### src/rtl/mbus_pkg.sv
package mbus_pkg;
  localparam int unsigned ADDR_BITS = 6;
  typedef logic [ADDR_BITS-1:0] reg_addr_t;

  localparam reg_addr_t A_SEMA1  = 6'h01;
  localparam reg_addr_t A_STAT   = 6'h04;
  localparam reg_addr_t A_IRQEN  = 6'h05;
  localparam reg_addr_t A_SUBEND = 6'h06;
  localparam int unsigned N_SEMA = 3;

  localparam int unsigned B_LOCK  = 4;
  localparam int unsigned B_HDR   = 3;
  localparam int unsigned B_MOTOR = 2;
  localparam int unsigned B_FIFO  = 1;

  function automatic reg_addr_t sema_addr(int unsigned idx);
    return A_SEMA1 + reg_addr_t'(idx);
  endfunction

  function automatic int unsigned sema_bit(int unsigned idx);
    return 7 - idx;
  endfunction
endpackage

### src/rtl/mbus_sync.sv
module mbus_sync #(
  parameter int unsigned W = 1,
  parameter int unsigned STAGES = 2,
  parameter logic [W-1:0] RST_VAL = '0
) (
  input  logic         clk,
  input  logic         rst,
  input  logic [W-1:0] d_i,
  output logic [W-1:0] q_o
);
  logic [W-1:0] chain [STAGES];

  always_ff @(posedge clk) begin
    if (rst) begin
      for (int i = 0; i < STAGES; i++) chain[i] <= RST_VAL;
    end else begin
      chain[0] <= d_i;
      for (int i = 1; i < STAGES; i++) chain[i] <= chain[i-1];
    end
  end

  assign q_o = chain[STAGES-1];
endmodule

### src/rtl/mbus_front.sv
module mbus_front
  import mbus_pkg::*;
#(
  parameter int unsigned DW = 8,
  parameter int unsigned STAGES = 2
) (
  input  logic          clk,
  input  logic          rst,
  input  logic [DW-1:0] bus_ad_i,
  input  logic          ale_i,
  input  logic          rd_n_i,
  input  logic          wr_n_i,
  input  logic          cs_n_i,
  output reg_addr_t     addr_o,
  output logic [DW-1:0] wdata_o,
  output logic          wr_stb_o,
  output logic          rd_stb_o,
  output logic          rd_act_o
);
  logic [DW-1:0] bus_s;
  logic [3:0]    ctl_s;
  logic          ale_s, rd_s, wr_s, cs_s;
  logic          ale_p, rd_p, wr_p;
  reg_addr_t     addr_q;

  mbus_sync #(.W(DW), .STAGES(STAGES), .RST_VAL('0)) u_bus_sync (
    .clk(clk), .rst(rst), .d_i(bus_ad_i), .q_o(bus_s)
  );

  mbus_sync #(.W(4), .STAGES(STAGES), .RST_VAL(4'b0111)) u_ctl_sync (
    .clk(clk), .rst(rst), .d_i({ale_i, rd_n_i, wr_n_i, cs_n_i}), .q_o(ctl_s)
  );

  assign {ale_s, rd_s, wr_s, cs_s} = ctl_s;

  always_ff @(posedge clk) begin
    if (rst) begin
      ale_p  <= 1'b0;
      rd_p   <= 1'b1;
      wr_p   <= 1'b1;
      addr_q <= '0;
    end else begin
      ale_p <= ale_s;
      rd_p  <= rd_s;
      wr_p  <= wr_s;
      if (ale_p && !ale_s) addr_q <= bus_s[ADDR_BITS-1:0];
    end
  end

  assign addr_o   = addr_q;
  assign wdata_o  = bus_s;
  assign wr_stb_o = wr_s && !wr_p && !cs_s;
  assign rd_stb_o = rd_s && !rd_p && !cs_s;
  assign rd_act_o = !cs_s && !rd_s;
endmodule

### src/rtl/mbus_flags.sv
module mbus_flags
  import mbus_pkg::*;
#(
  parameter int unsigned DW = 8
) (
  input  logic              clk,
  input  logic              rst,
  input  logic [N_SEMA-1:0] sema_wr_i,
  input  logic [N_SEMA-1:0] sema_rd_i,
  input  logic              stat_rd_i,
  input  logic              subend_rd_i,
  input  logic              lock_i,
  input  logic              hdr_evt_i,
  input  logic              motor_ovf_i,
  input  logic              fifo_ovf_i,
  input  logic [DW-1:0]     irq_en_i,
  output logic [DW-1:0]     status_o,
  output logic              irq_n_o
);
  logic [N_SEMA-1:0] sema_f;
  logic              hdr_f, fifo_f, irq_n_q;

  for (genvar i = 0; i < N_SEMA; i++) begin : g_semf
    always_ff @(posedge clk) begin
      if (rst)               sema_f[i] <= 1'b0;
      else if (sema_wr_i[i]) sema_f[i] <= 1'b1;
      else if (sema_rd_i[i]) sema_f[i] <= 1'b0;
    end
  end

  always_ff @(posedge clk) begin
    if (rst) begin
      hdr_f   <= 1'b0;
      fifo_f  <= 1'b0;
      irq_n_q <= 1'b1;
    end else begin
      hdr_f   <= hdr_evt_i  || (hdr_f  && !subend_rd_i);
      fifo_f  <= fifo_ovf_i || (fifo_f && !stat_rd_i);
      irq_n_q <= ~|(status_o & irq_en_i);
    end
  end

  always_comb begin
    status_o = '0;
    for (int i = 0; i < N_SEMA; i++) status_o[sema_bit(i)] = sema_f[i];
    status_o[B_LOCK]  = lock_i;
    status_o[B_HDR]   = hdr_f;
    status_o[B_MOTOR] = motor_ovf_i;
    status_o[B_FIFO]  = fifo_f;
  end

  assign irq_n_o = irq_n_q;

  AST_HDR_EVENT_WINS: assert property (@(posedge clk) disable iff (rst)
    hdr_evt_i |=> status_o[B_HDR]);
  AST_FIFO_LATCHED: assert property (@(posedge clk) disable iff (rst)
    (status_o[B_FIFO] && !stat_rd_i) |=> status_o[B_FIFO]);
endmodule

### src/rtl/mbus_regif.sv
module mbus_regif
  import mbus_pkg::*;
#(
  parameter int unsigned DW = 8,
  parameter int unsigned SYNC_STAGES = 2
) (
  input  logic          clk,
  input  logic          rst,
  input  logic [DW-1:0] bus_ad_i,
  input  logic          ale_i,
  input  logic          rd_n_i,
  input  logic          wr_n_i,
  input  logic          cs_n_i,
  output logic [DW-1:0] bus_ad_o,
  output logic          bus_oe_o,
  input  logic          lock_i,
  input  logic          hdr_evt_i,
  input  logic          motor_ovf_i,
  input  logic          fifo_ovf_i,
  output logic          irq_n_o
);
  localparam int unsigned NREG = 1 << ADDR_BITS;

  reg_addr_t         addr;
  logic [DW-1:0]     wdata, status, irq_en_q, mem_q, rsel, rdata_q;
  logic              wr_stb, rd_stb, rd_act, oe_q;
  logic [N_SEMA-1:0] sema_wr, sema_rd;
  logic [DW-1:0]     sema_q [N_SEMA];
  logic [DW-1:0]     mem [NREG];

  mbus_front #(.DW(DW), .STAGES(SYNC_STAGES)) u_front (
    .clk(clk), .rst(rst), .bus_ad_i(bus_ad_i), .ale_i(ale_i),
    .rd_n_i(rd_n_i), .wr_n_i(wr_n_i), .cs_n_i(cs_n_i),
    .addr_o(addr), .wdata_o(wdata), .wr_stb_o(wr_stb),
    .rd_stb_o(rd_stb), .rd_act_o(rd_act)
  );

  for (genvar i = 0; i < N_SEMA; i++) begin : g_sema
    localparam logic [DW-1:0] KEEP = (i == 2) ? ~DW'(2) : {DW{1'b1}};
    assign sema_wr[i] = wr_stb && (addr == sema_addr(i));
    assign sema_rd[i] = rd_stb && (addr == sema_addr(i));
    always_ff @(posedge clk) begin
      if (rst)             sema_q[i] <= '0;
      else if (sema_wr[i]) sema_q[i] <= wdata & KEEP;
    end
  end

  mbus_flags #(.DW(DW)) u_flags (
    .clk(clk), .rst(rst), .sema_wr_i(sema_wr), .sema_rd_i(sema_rd),
    .stat_rd_i(rd_stb && addr == A_STAT),
    .subend_rd_i(rd_stb && addr == A_SUBEND),
    .lock_i(lock_i), .hdr_evt_i(hdr_evt_i), .motor_ovf_i(motor_ovf_i),
    .fifo_ovf_i(fifo_ovf_i), .irq_en_i(irq_en_q),
    .status_o(status), .irq_n_o(irq_n_o)
  );

  always_ff @(posedge clk) begin
    if (wr_stb) mem[addr] <= wdata;
    mem_q <= mem[addr];
  end

  always_comb begin
    rsel = mem_q;
    for (int i = 0; i < N_SEMA; i++)
      if (addr == sema_addr(i)) rsel = sema_q[i];
    if (addr == A_STAT)   rsel = status;
    if (addr == A_IRQEN)  rsel = irq_en_q;
    if (addr == A_SUBEND) rsel = '0;
  end

  always_ff @(posedge clk) begin
    if (rst) begin
      irq_en_q <= '0;
      rdata_q  <= '0;
      oe_q     <= 1'b0;
    end else begin
      if (wr_stb && addr == A_IRQEN) irq_en_q <= wdata;
      rdata_q <= rsel;
      oe_q    <= rd_act;
    end
  end

  assign bus_ad_o = rdata_q;
  assign bus_oe_o = oe_q;

  AST_SEMA_SETS_FLAG: assert property (@(posedge clk) disable iff (rst)
    sema_wr[0] |=> status[7]);
  AST_SEMA3_BIT1_ZERO: assert property (@(posedge clk) disable iff (rst)
    (addr == sema_addr(2)) |=> !bus_ad_o[1]);
  AST_IRQ_ASSERTS: assert property (@(posedge clk) disable iff (rst)
    (|(status & irq_en_q)) |=> !irq_n_o);
endmodule

### config.mk
export PLATFORM = sky130hd
export DESIGN_NAME = mbus_regif
export DESIGN_NICKNAME = d
export VERILOG_FILES = /design/src/rtl/mbus_pkg.sv /design/src/rtl/mbus_sync.sv /design/src/rtl/mbus_front.sv /design/src/rtl/mbus_flags.sv /design/src/rtl/mbus_regif.sv
export SDC_FILE = /design/constraint.sdc
export NUM_CORES = 1
export LEC_CHECK = 0
export BUFFER_PORTS_ARGS = -buffer_cell sky130_fd_sc_hd__buf_4
export CAP_MARGIN = 0
export CORE_AREA = 2 2 231 233
export CTS_BUF_LIST = sky130_fd_sc_hd__clkbuf_8
export DETAILED_ROUTE_END_ITERATION = 10
export DIE_AREA = 0 0 233 235
export GPL_TIMING_DRIVEN = 0
export PLACE_DENSITY = 0.59
export SLEW_MARGIN = 30
export SYNTH_ARGS = -nofsm -noshare
export SYNTH_HDL_FRONTEND = slang
export SYNTH_SLANG_ARGS = --single-unit
### constraint.sdc
create_clock -name clk -period 6.6 [get_ports clk]
set_input_delay 0.33 -clock clk [delete_from_list [all_inputs] [get_ports clk]]
set_output_delay 0.33 -clock clk [all_outputs]
set_load 0.01 [all_outputs]
==> metrics.yaml, run 1 <==
antenna_found_initial: 0
period_share_pct: 66.9
fin_nets: 1539
cp_slowest_cell: "nor2_1"
critPathMaxStageDelay_ns: 0.98
slew_violations: 0
synth_simple_gate_area_share_pct: 6.47
final-hold-violation-count: 0
pwr-share-clk_pct: 42.1
synthToLayoutAreaGrowth_pct: 14.5
max_freq_ghz: 0.226
antenna_cells: 0
start_kind: "register"
switchingPower_mw: 1.60
routed_via_density: 6.02
synth_top_family_by_area: "multiplexers"
cts_sinks: 599
ys.flop_type: "edfxtp_1"
core_mm2: 0.0522
total_power_mw: 7.39
worstMarginPinSlew_ns: 1.04
dp_hpwl_um: 45600
worst-setup-path-type: "reg -> reg"
clkTransAtPathRegs_ns: 0.07
postSynthCellCount: 1368
synth_edf_count: 535
irDropWorstVdd_mv: 0.147
fin_crit_ns: 4.42
setup-tns-final_ns: 0
power_density_mw_per_mm2: 277
synth_compound_area_share_pct: 6.58
vias: 13800
io_pins: 28
internal_power_mw: 5.79
status: "finished clean"
mostFrequentLayoutCells: "edfxtp_1, clkbuf_8, nor2_1"
dpl_worst_slack_ns: 2.36
overflow: 0
seq_power_share_pct: 56.2
end_kind: "register"
layout_commonest_cell: "edfxtp_1"
async_flop_share_pct: 0
wl_um: 71000
ant_nets: 0
hold-worst-slack_ns: 0.0371
synth_seq_area_share_pct: 74.4
synth_seq_cells: 599
drtIter0Drc: 1806
portBuffers: 26
synthMuxAreaShare_pct: 10.4
cp.arrival_ns: 4.73
final_core_util_pct: 51.1
clock_latency_ns: 0.70
power.leakage_nw: 8.50
rsz0062_at_grt: "no"
yosysWarnings: 0
wl_per_cell_um: 31.0
drc: 0
setup_viol: 0
fin_ws_ns: 2.18
numCtsBuffers: 97
cts_hold_repair.buffers: 15
firstDrtPassIters: 6
cts_resized: 0
synth.avg_cell_area_um2: 17.0
synthAdderAreaFrac_pct: 0
htree_num_levels: 3
synth_nets: 1386
hp-class: "in -> reg"
combPwrFrac_pct: 1.7
grt_max_degree: 58
synth_xor_area_share_pct: 0
fillers: 4334
synth_cell_types: 64
cts_tree: "done"
drive_above_1_share_pct: 21.4
path_cells: "buf_2, buf_4, buf_4, buf_2, buf_1, nand3_1, nor2_1"
chipWidth_um: 233
drv_cap: 0
grt.total_usage_pct: 26.3
ctsRootBufferMaster: "clkbuf_8"
cts.path.max_buffers: 3
cp_max_fo: 10
initial_core_util_pct: 44.6
required_ns: 6.91
switching_share_pct: 21.6
slew_headroom_pct: 29.9
netlist_area_mm2: 0.0233
grt_pass1_vias: 13600
dieArea_mm2: 0.0548
finalClockSkew_ns: 0.0353
cts_setup_buffers: 0
die_h_um: 235
core.rowCount: 84
gp_congestion: 0.929
grt_pass1_wl_um: 100000
## metrics by stage
step                area [um2]  cells
CTS                      26700   2290
global placement         24400   2082
floorplan                23300   1368
detailed placement       24600   2095
finish                   26700   2290
global route             26700   2290
## final timing paths
kind / to / from / slack [ns] / depth (start not counted)
setup reg to reg: mem[60][0] / u_front.addr_o[2] / 2.18 / 7
setup / recovery: mem[60][0] / u_front.addr_o[2] / 2.18 / 7
hold reg to reg: u_front.u_ctl_sync.chain[0][4] / u_front.u_ctl_sync.chain[0][0] / 0.41 / 1
hold / removal: bus_ad_o[4] / lock_i / 0.04 / 3
## area by class of cell
class | count | area, um2 | area share, %
buffer | 88 | 467 | 1.75
clock buffer | 101 | 1390 | 5.21
clock inverter | 79 | 470 | 1.76
inverter | 6 | 22.5 | 0.0844
multi-input combinational | 675 | 5530 | 20.7
sequential | 599 | 17400 | 65.1
tap | 688 | 861 | 3.23
timing repair buffer | 54 | 553 | 2.07
## worst max-delay path, delay by kind of cell, from the launching register on
| family | cells | cell delay (ns) |
|---|---|---|
| flip-flops | 1 | 0.32 |
| buffers and inverters | 5 | 1.97 |
| AND/OR/NAND/NOR | 2 | 1.73 |
## power by group through the flow
| stage | logic [mW] | registers, mW | clock network (mW) |
|---|---|---|---|
| after floorplan | 0.0428 | 4.23 | 0 |
| after global placement | 0.0798 | 4.26 | 0 |
| after detailed placement | 0.120 | 4.23 | 0 |
| after CTS | 0.128 | 4.15 | 3.15 |
| after global routing | 0.135 | 4.15 | 3.30 |
| final | 0.128 | 4.15 | 3.11 |
## per-layer routing
layer | vias up | GRT usage [%] | part of all wire [%]
li1 | 5774 | - | -
met3 | 157 | 6.38 | 9.2
met1 | 7132 | 36.2 | 41
met2 | 731 | 40.1 | 46
met4 | 0 | 10.8 | 4.2
met5 | - | 0 | 0
## kinds of logic after synthesis
family,Yosys count
multiplexers,168
AO/OA/AOI/OAI,220
buffers and inverters,94
flip-flops,599
AND/OR/NAND/NOR,287
## Yosys cell counts (3+ instances only)
library cell / count / area, um2
nand4b_1: 3 / 26.3
nand2_1: 37 / 139
nor3_1: 8 / 40.0
o22ai_1: 24 / 150
a31oi_1: 4 / 25.0
and2_1: 29 / 181
or2_2: 9 / 56.3
nor2_1: 86 / 323
nand3_1: 25 / 125
nor2b_1: 31 / 194
o221ai_1: 17 / 149
mux4_2: 54 / 1220
clkbuf_1: 42 / 158
nand3b_1: 5 / 37.5
buf_2: 28 / 140
or3_1: 7 / 43.8
a22oi_1: 24 / 180
mux2i_1: 83 / 831
buf_6: 7 / 78.8
and3_1: 8 / 50.1
dfxtp_1: 64 / 1280
mux2_2: 29 / 327
a221oi_1: 7 / 61.3
o211ai_1: 15 / 113
edfxtp_1: 535 / 16100
nor4_1: 5 / 31.3
a2bb2oi_1: 5 / 43.8
a211oi_1: 25 / 188
a21oi_1: 44 / 220
buf_4: 8 / 60.1
inv_1: 5 / 18.8
nand2b_1: 9 / 56.3
o221a_2: 6 / 67.6
or3b_2: 4 / 35.0
nor3b_1: 4 / 30.0
o21ai_0: 28 / 140
nand4_1: 4 / 25.0
a2111oi_0: 9 / 78.8
## state kept, by name, summed over array words and instances, names as in the netlist
name / cells
u_flags.hdr_f: 1
bus_oe_o: 1
u_front.wr_p: 1
bus_ad_o: 8
sema_q: 23
irq_en_q: 8
u_front.u_bus_sync.chain: 16
u_front.addr_o: 6
mem: 512
u_flags.status_o: 3
u_front.u_ctl_sync.chain: 8
u_front.rd_p: 1
u_flags.irq_n_o: 1
u_flags.fifo_f: 1
mem_q: 8
u_front.ale_p: 1
No activity file was read; power rests on OpenSTA's default activity.
==> inputs of run 2 (changes only) <==
Clock period 6.6 ns to 4.4 ns, I/O delays scaled along.
==> run 2 against run 1 <==
The run now ends with negative setup slack left. Hold slack improved by 0.15 ns. Flip-flop and latch count unchanged. Power increased by 50%. Utilization about the same. First-iteration DRC count decreased by 0.39%. Register-to-register slack got worse by 2.2 ns. Sequential power increased by 50%. Die area unchanged. Critical endpoint is now mem[56][5]. Largest cell class unchanged. Largest power group unchanged.
==> metrics.yaml, run 2 (synthesis results as in run 1) <==
setup_viol: 4  # +4
fin_crit_ns: 4.41  # -0.00913 ns
antenna_found_initial: 0  # unchanged
routed_via_density: 6.03  # +0.17%
ctsRootBufferMaster: "clkbuf_8"
antenna_cells: 0  # unchanged
multiInputGateArea_mm2: 0.00553  # unchanged
clock_latency_ns: 0.70  # about the same
cts_resized: 0  # unchanged
chipWidth_um: 233  # unchanged
drtIter0Drc: 1799  # -0.39%
critPathMaxStageDelay_ns: 0.97  # about the same
drv_cap: 0  # unchanged
mostFrequentLayoutCells: "edfxtp_1, clkbuf_8, nor2_1"
core_mm2: 0.0522  # unchanged
required_ns: 4.71  # -2.20 ns
hp-class: "in -> reg"
end_kind: "register"
cp_slowest_cell: "nor2_1"
slew_headroom_pct: 28.6  # -1.3 points
fin_nets: 1540  # +0.065%
largest_reg_flops: 512  # unchanged
irDropWorstVdd_mv: 0.220  # +50%
ff_latch_area_mm2: 0.0174  # unchanged
layout_commonest_cell: "edfxtp_1"
wl_um: 71000  # about the same
fin_ws_ns: -0.00686  # -2.19 ns
numCtsBuffers: 97  # unchanged
fin_cells: 2291  # +0.044%
firstDrtPassIters: 5  # -1
core.rowCount: 84  # unchanged
status: "complete, but fails checks"
top_register: "mem"
grt_max_degree: 58  # unchanged
dieArea_mm2: 0.0548  # unchanged
fillers: 4331  # -0.069%
grt_pass1_wl_um: 100000  # about the same
portBuffers: 26  # unchanged
rsz0062_at_grt: "no"
cts_tree: "done"
max_freq_ghz: 0.227  # +0.21%
path_cells: "buf_2, buf_4, inv_1, clkbuf_1, buf_1, nand3_1, nor2_1"
die_h_um: 235  # unchanged
slew_violations: 0  # unchanged
vias: 13800  # +0.21%
cts.path.max_buffers: 3  # unchanged
drc: 0  # unchanged
finalClockSkew_ns: 0.0299  # -0.00542 ns
ant_nets: 0  # unchanged
critPathTopFamily: "buffers and inverters"
grt_pass1_vias: 13600  # +0.044%
placed_cells: 2095  # unchanged
power_density_mw_per_mm2: 415  # +50%
largestRegisters: "mem x512, sema_q x23, u_front.u_bus_sync.chain x16"
violations: "negative setup slack"
total_power_mw: 11.1  # +50%
start_kind: "register"
cp.arrival_ns: 4.71  # -0.02 ns
gp_congestion: 0.929  # unchanged
initial_core_util_pct: 44.6  # unchanged
period_share_pct: 100  # +33 points
grt.total_usage_pct: 26.3  # about the same
wl_per_cell_um: 31.0  # about the same
worstMarginPinSlew_ns: 1.06  # +0.0199 ns
htree_num_levels: 3  # unchanged
dpl_worst_slack_ns: 0.160  # -2.20 ns
io_pins: 28  # unchanged
cp_max_fo: 10  # unchanged
worst-setup-path-type: "reg -> reg"
clkTransAtPathRegs_ns: 0.06  # about the same
dp_hpwl_um: 45600  # unchanged
final-hold-violation-count: 0  # unchanged
hold-worst-slack_ns: 0.191  # +0.154 ns
synthToLayoutAreaGrowth_pct: 14.5  # about the same
cts_sinks: 599  # unchanged
path_buf_inv: 5  # unchanged
power.leakage_nw: 8.51  # about the same
drive_above_1_share_pct: 21.4  # about the same
final_core_util_pct: 51.1  # about the same
overflow: 0  # unchanged
==> run 2: changes by cell type in the layout (fill, tap and decap cells not counted), sizes merged <==
cell / before / now
dlygate4sd3: 15 / 16
==> run 2: worst register-to-register path: stages, from the launching register on <==
cell,delay [ns]
dfxtp_1,0.30
buf_2,0.19
buf_4,0.23
inv_1,0.11
clkbuf_1,0.74
buf_1,0.70
nand3_1,0.77
nor2_1,0.97
==> run 2: metrics by stage <==
step	setup TNS, ns	cell area [um2]
6_report	-0.0156	26700
4_1_cts	0	26700
3_5_place_dp	0	24600
5_1_grt	0	26700
3_3_place_gp	0	24400
2_1_floorplan	0	23300
==> run 2: metal layers <==
metal	wire, um	GRT usage, %	vias up
met5	0	0	-
met4	3020	10.8	0
met3	6530	6.38	158
met2	32600	40.1	782
met1	28900	36.2	7118
li1	-	-	5765
==> run 2: worst paths after layout <==
check / start / to / slack (ns) / depth (start not counted)
min: rst / u_front.rd_p / 0.19 / 2
max: u_front.addr_o[2] / mem[56][5] / -0.007 / 7
min reg2reg: u_front.u_ctl_sync.chain[0][0] / u_front.u_ctl_sync.chain[0][4] / 0.41 / 1
max reg2reg: u_front.addr_o[2] / mem[56][5] / -0.007 / 7
==> run 2: report_power, final <==
part / switching (mW) / internal [mW]
clock: 2.24 / 2.43
combinational: 0.124 / 0.0698
sequential: 0.0343 / 6.19
==> run 2: repair_timing <==
action                    in CTS  in global routing
hold buffers                  16                  0
setup buffers                  0                  0
hold endpoints to repair      17                  0
==> run 2: cell type report <==
cell class                 count  share of cell area, %
clock inverter                79                   1.76
tap                          688                   3.23
buffer                        88                   1.75
multi-input combinational    675                   20.7
sequential                   599                   65.1
inverter                       6                 0.0844
timing repair buffer          55                   2.11
clock buffer                 101                   5.21
==> inputs of run 3 (changes only) <==
Settings changed: CTS_BUF_LIST sky130_fd_sc_hd__clkbuf_8 to sky130_fd_sc_hd__clkbuf_16.
==> run 3 against run 2 <==
The run still ends with negative setup slack left. Cell count is 3.0% lower. Clock-buffer cell count is 39 lower. First-iteration DRC count shrank 4.8%. Wire length shrank 0.97%. Utilization grew 0.13 points. Clock power is 8.1% higher. Critical endpoint is now mem[60][3]. Sequential power about the same.
==> metrics.yaml, run 3 (synthesis results as in run 1) <==
rsz0062_at_grt: "no"
core_mm2: 0.0522  # unchanged
drv_cap: 0  # unchanged
slew_headroom_pct: 28.2  # -0.34 points
violations: "negative setup slack"
cp_slowest_cell: "nor2_1"
gp_congestion: 0.929  # unchanged
cp-startpoint: "u_front.addr_o[2]"
grt.total_usage_pct: 25.9  # -0.36 points
ant_nets: 0  # unchanged
grt_pass1_vias: 13300  # -1.8%
placed_cells: 2095  # unchanged
fin_ws_ns: -0.000811  # +0.00605 ns
max_freq_ghz: 0.227  # +0.14%
grt_max_degree: 58  # unchanged
synthToLayoutAreaGrowth_pct: 14.8
drive_above_1_share_pct: 19.1  # -2.3 points
ff_latch_area_mm2: 0.0174  # unchanged
power.leakage_nw: 8.46  # -0.54%
fillers: 4261  # -1.6%
final-hold-violation-count: 0  # unchanged
core.rowCount: 84  # unchanged
r2r_cells: 7  # unchanged
final_core_util_pct: 51.2  # +0.13 points
path_depth: 7  # unchanged
critPathMaxStageDelay_ns: 1.00  # +0.03 ns
io_pins: 28  # unchanged
cts_setup_buffers: 0  # unchanged
ctsRootBufferMaster: "clkbuf_16"
dp_hpwl_um: 45600  # unchanged
cp.arrival_ns: 4.65  # -0.06 ns
largestRegisters: "mem x512, sema_q x23, u_front.u_bus_sync.chain x16"
fin_nets: 1504  # -2.3%
ff2ff_setup_slack_ns: -0.0008  # about the same
slew_violations: 0  # unchanged
firstDrtPassIters: 5  # unchanged
antenna_cells: 0  # unchanged
dieArea_mm2: 0.0548  # unchanged
largest_reg_flops: 512  # unchanged
clkTransAtPathRegs_ns: 0.06  # about the same
total_power_mw: 11.5  # +3.5%
path_cells: "buf_2, buf_4, buf_4, buf_2, buf_1, nand3_1, nor2_1"
r2r_start: "u_front.addr_o[2]"
required_ns: 4.65  # -0.06 ns
drtIter0Drc: 1712  # -4.8%
routed_via_density: 6.16  # +2.1%
portBuffers: 26  # unchanged
initial_core_util_pct: 44.6  # unchanged
crit_end: "mem[60][3]"
vias: 13700  # -0.90%
die_h_um: 235  # unchanged
cts_sinks: 599  # unchanged
worstMarginPinSlew_ns: 1.07  # +0.00510 ns
wl_per_cell_um: 31.7  # +2.1%
cp_max_fo: 10  # unchanged
numCtsBuffers: 61  # -37%
multiInputGateArea_mm2: 0.00553  # unchanged
htree_num_levels: 2  # -1
clock_latency_ns: 0.64  # -0.06 ns
mostFrequentLayoutCells: "edfxtp_1, nor2_1, mux2i_1"
end_kind: "register"
overflow: 0  # unchanged
grt_pass1_wl_um: 99300  # -0.95%
chipWidth_um: 233  # unchanged
setup_viol: 1  # -3
setup-tns-final_ns: -0.000811  # +0.0148 ns
status: "complete, but fails checks"
critPathTopFamily: "buffers and inverters"
dpl_worst_slack_ns: 0.160  # unchanged
top_register: "mem"
period_share_pct: 100  # -0.14 points
r2r-end: "mem[60][3]"
irDropWorstVdd_mv: 0.379  # +72%
cts.path.max_buffers: 3  # unchanged
layout_commonest_cell: "edfxtp_1"
worst-setup-path-type: "reg -> reg"
finalClockSkew_ns: 0.0149  # -0.0150 ns
hp-class: "in -> reg"
antenna_found_initial: 0  # unchanged
cts_tree: "done"
wl_um: 70400  # -0.97%
start_kind: "register"
min_from: "rst"
fin_cells: 2223  # -3.0%
drc: 0  # unchanged
path_buf_inv: 5  # unchanged
power_density_mw_per_mm2: 429  # +3.2%
fin_crit_ns: 4.40  # -0.00605 ns
[run 3: cell count changes in the layout (fill, tap and decap cells not counted), sizes merged]
cell      previous run  this run
clkbuf             143       104
bufinv               5         6
clkinv              37        18
inv                 41        32
clkinvlp             2         0
[run 3: worst min-delay path by stage]
stage                     slack, ns                             end  depth (start not counted)
after floorplan                0.32  u_front.u_ctl_sync.chain[0][0]                          1
after global placement         0.40  u_front.u_ctl_sync.chain[0][4]                          1
after detailed placement       0.39  u_front.u_ctl_sync.chain[0][4]                          1
after CTS                      0.23                    u_front.rd_p                          2
after global routing           0.26                    u_front.rd_p                          2
final                          0.26                    u_front.rd_p                          2
[run 3: final cells by class]
type,count,area share [%]
clock buffers,62,5.80
repair buffers,55,2.10
well taps,688,3.22
inverters,6,0.0842
multi-input cells,675,20.7
plain buffers,88,1.74
flip-flops and latches,599,65.0
clock inverters,50,1.41
[run 3: routing by layer]
| layer | vias to the layer above | wire (um) | global-route usage, % |
|---|---|---|---|
| li1 | 5679 | - | - |
| met1 | 7124 | 28400 | 36.4 |
| met2 | 738 | 32200 | 39.8 |
| met3 | 158 | 6600 | 5.05 |
| met4 | 0 | 3150 | 10.6 |
| met5 | - | 0 | 0 |
[run 3: repair_timing]
item                                   CTS  global route
resized for setup                        0             0
hold buffers                            16             0
setup endpoints to repair                0             0
endpoints found under the hold margin   17             0
[run 3: power breakdown]
group,total (mW),internal (mW),switching [mW]
sequential,6.22,6.19,0.0344
combinational,0.194,0.0698,0.124
clock,5.05,2.88,2.17
total,11.5,9.14,2.33
[run 3: through the flow]
step | instance area, um2 | hold WS [ns]
5_1_grt | 26800 | 0.263
3_5_place_dp | 24600 | 0.394
3_3_place_gp | 24400 | 0.401
2_1_floorplan | 23300 | 0.324
6_report | 26800 | 0.256
4_1_cts | 26700 | 0.232
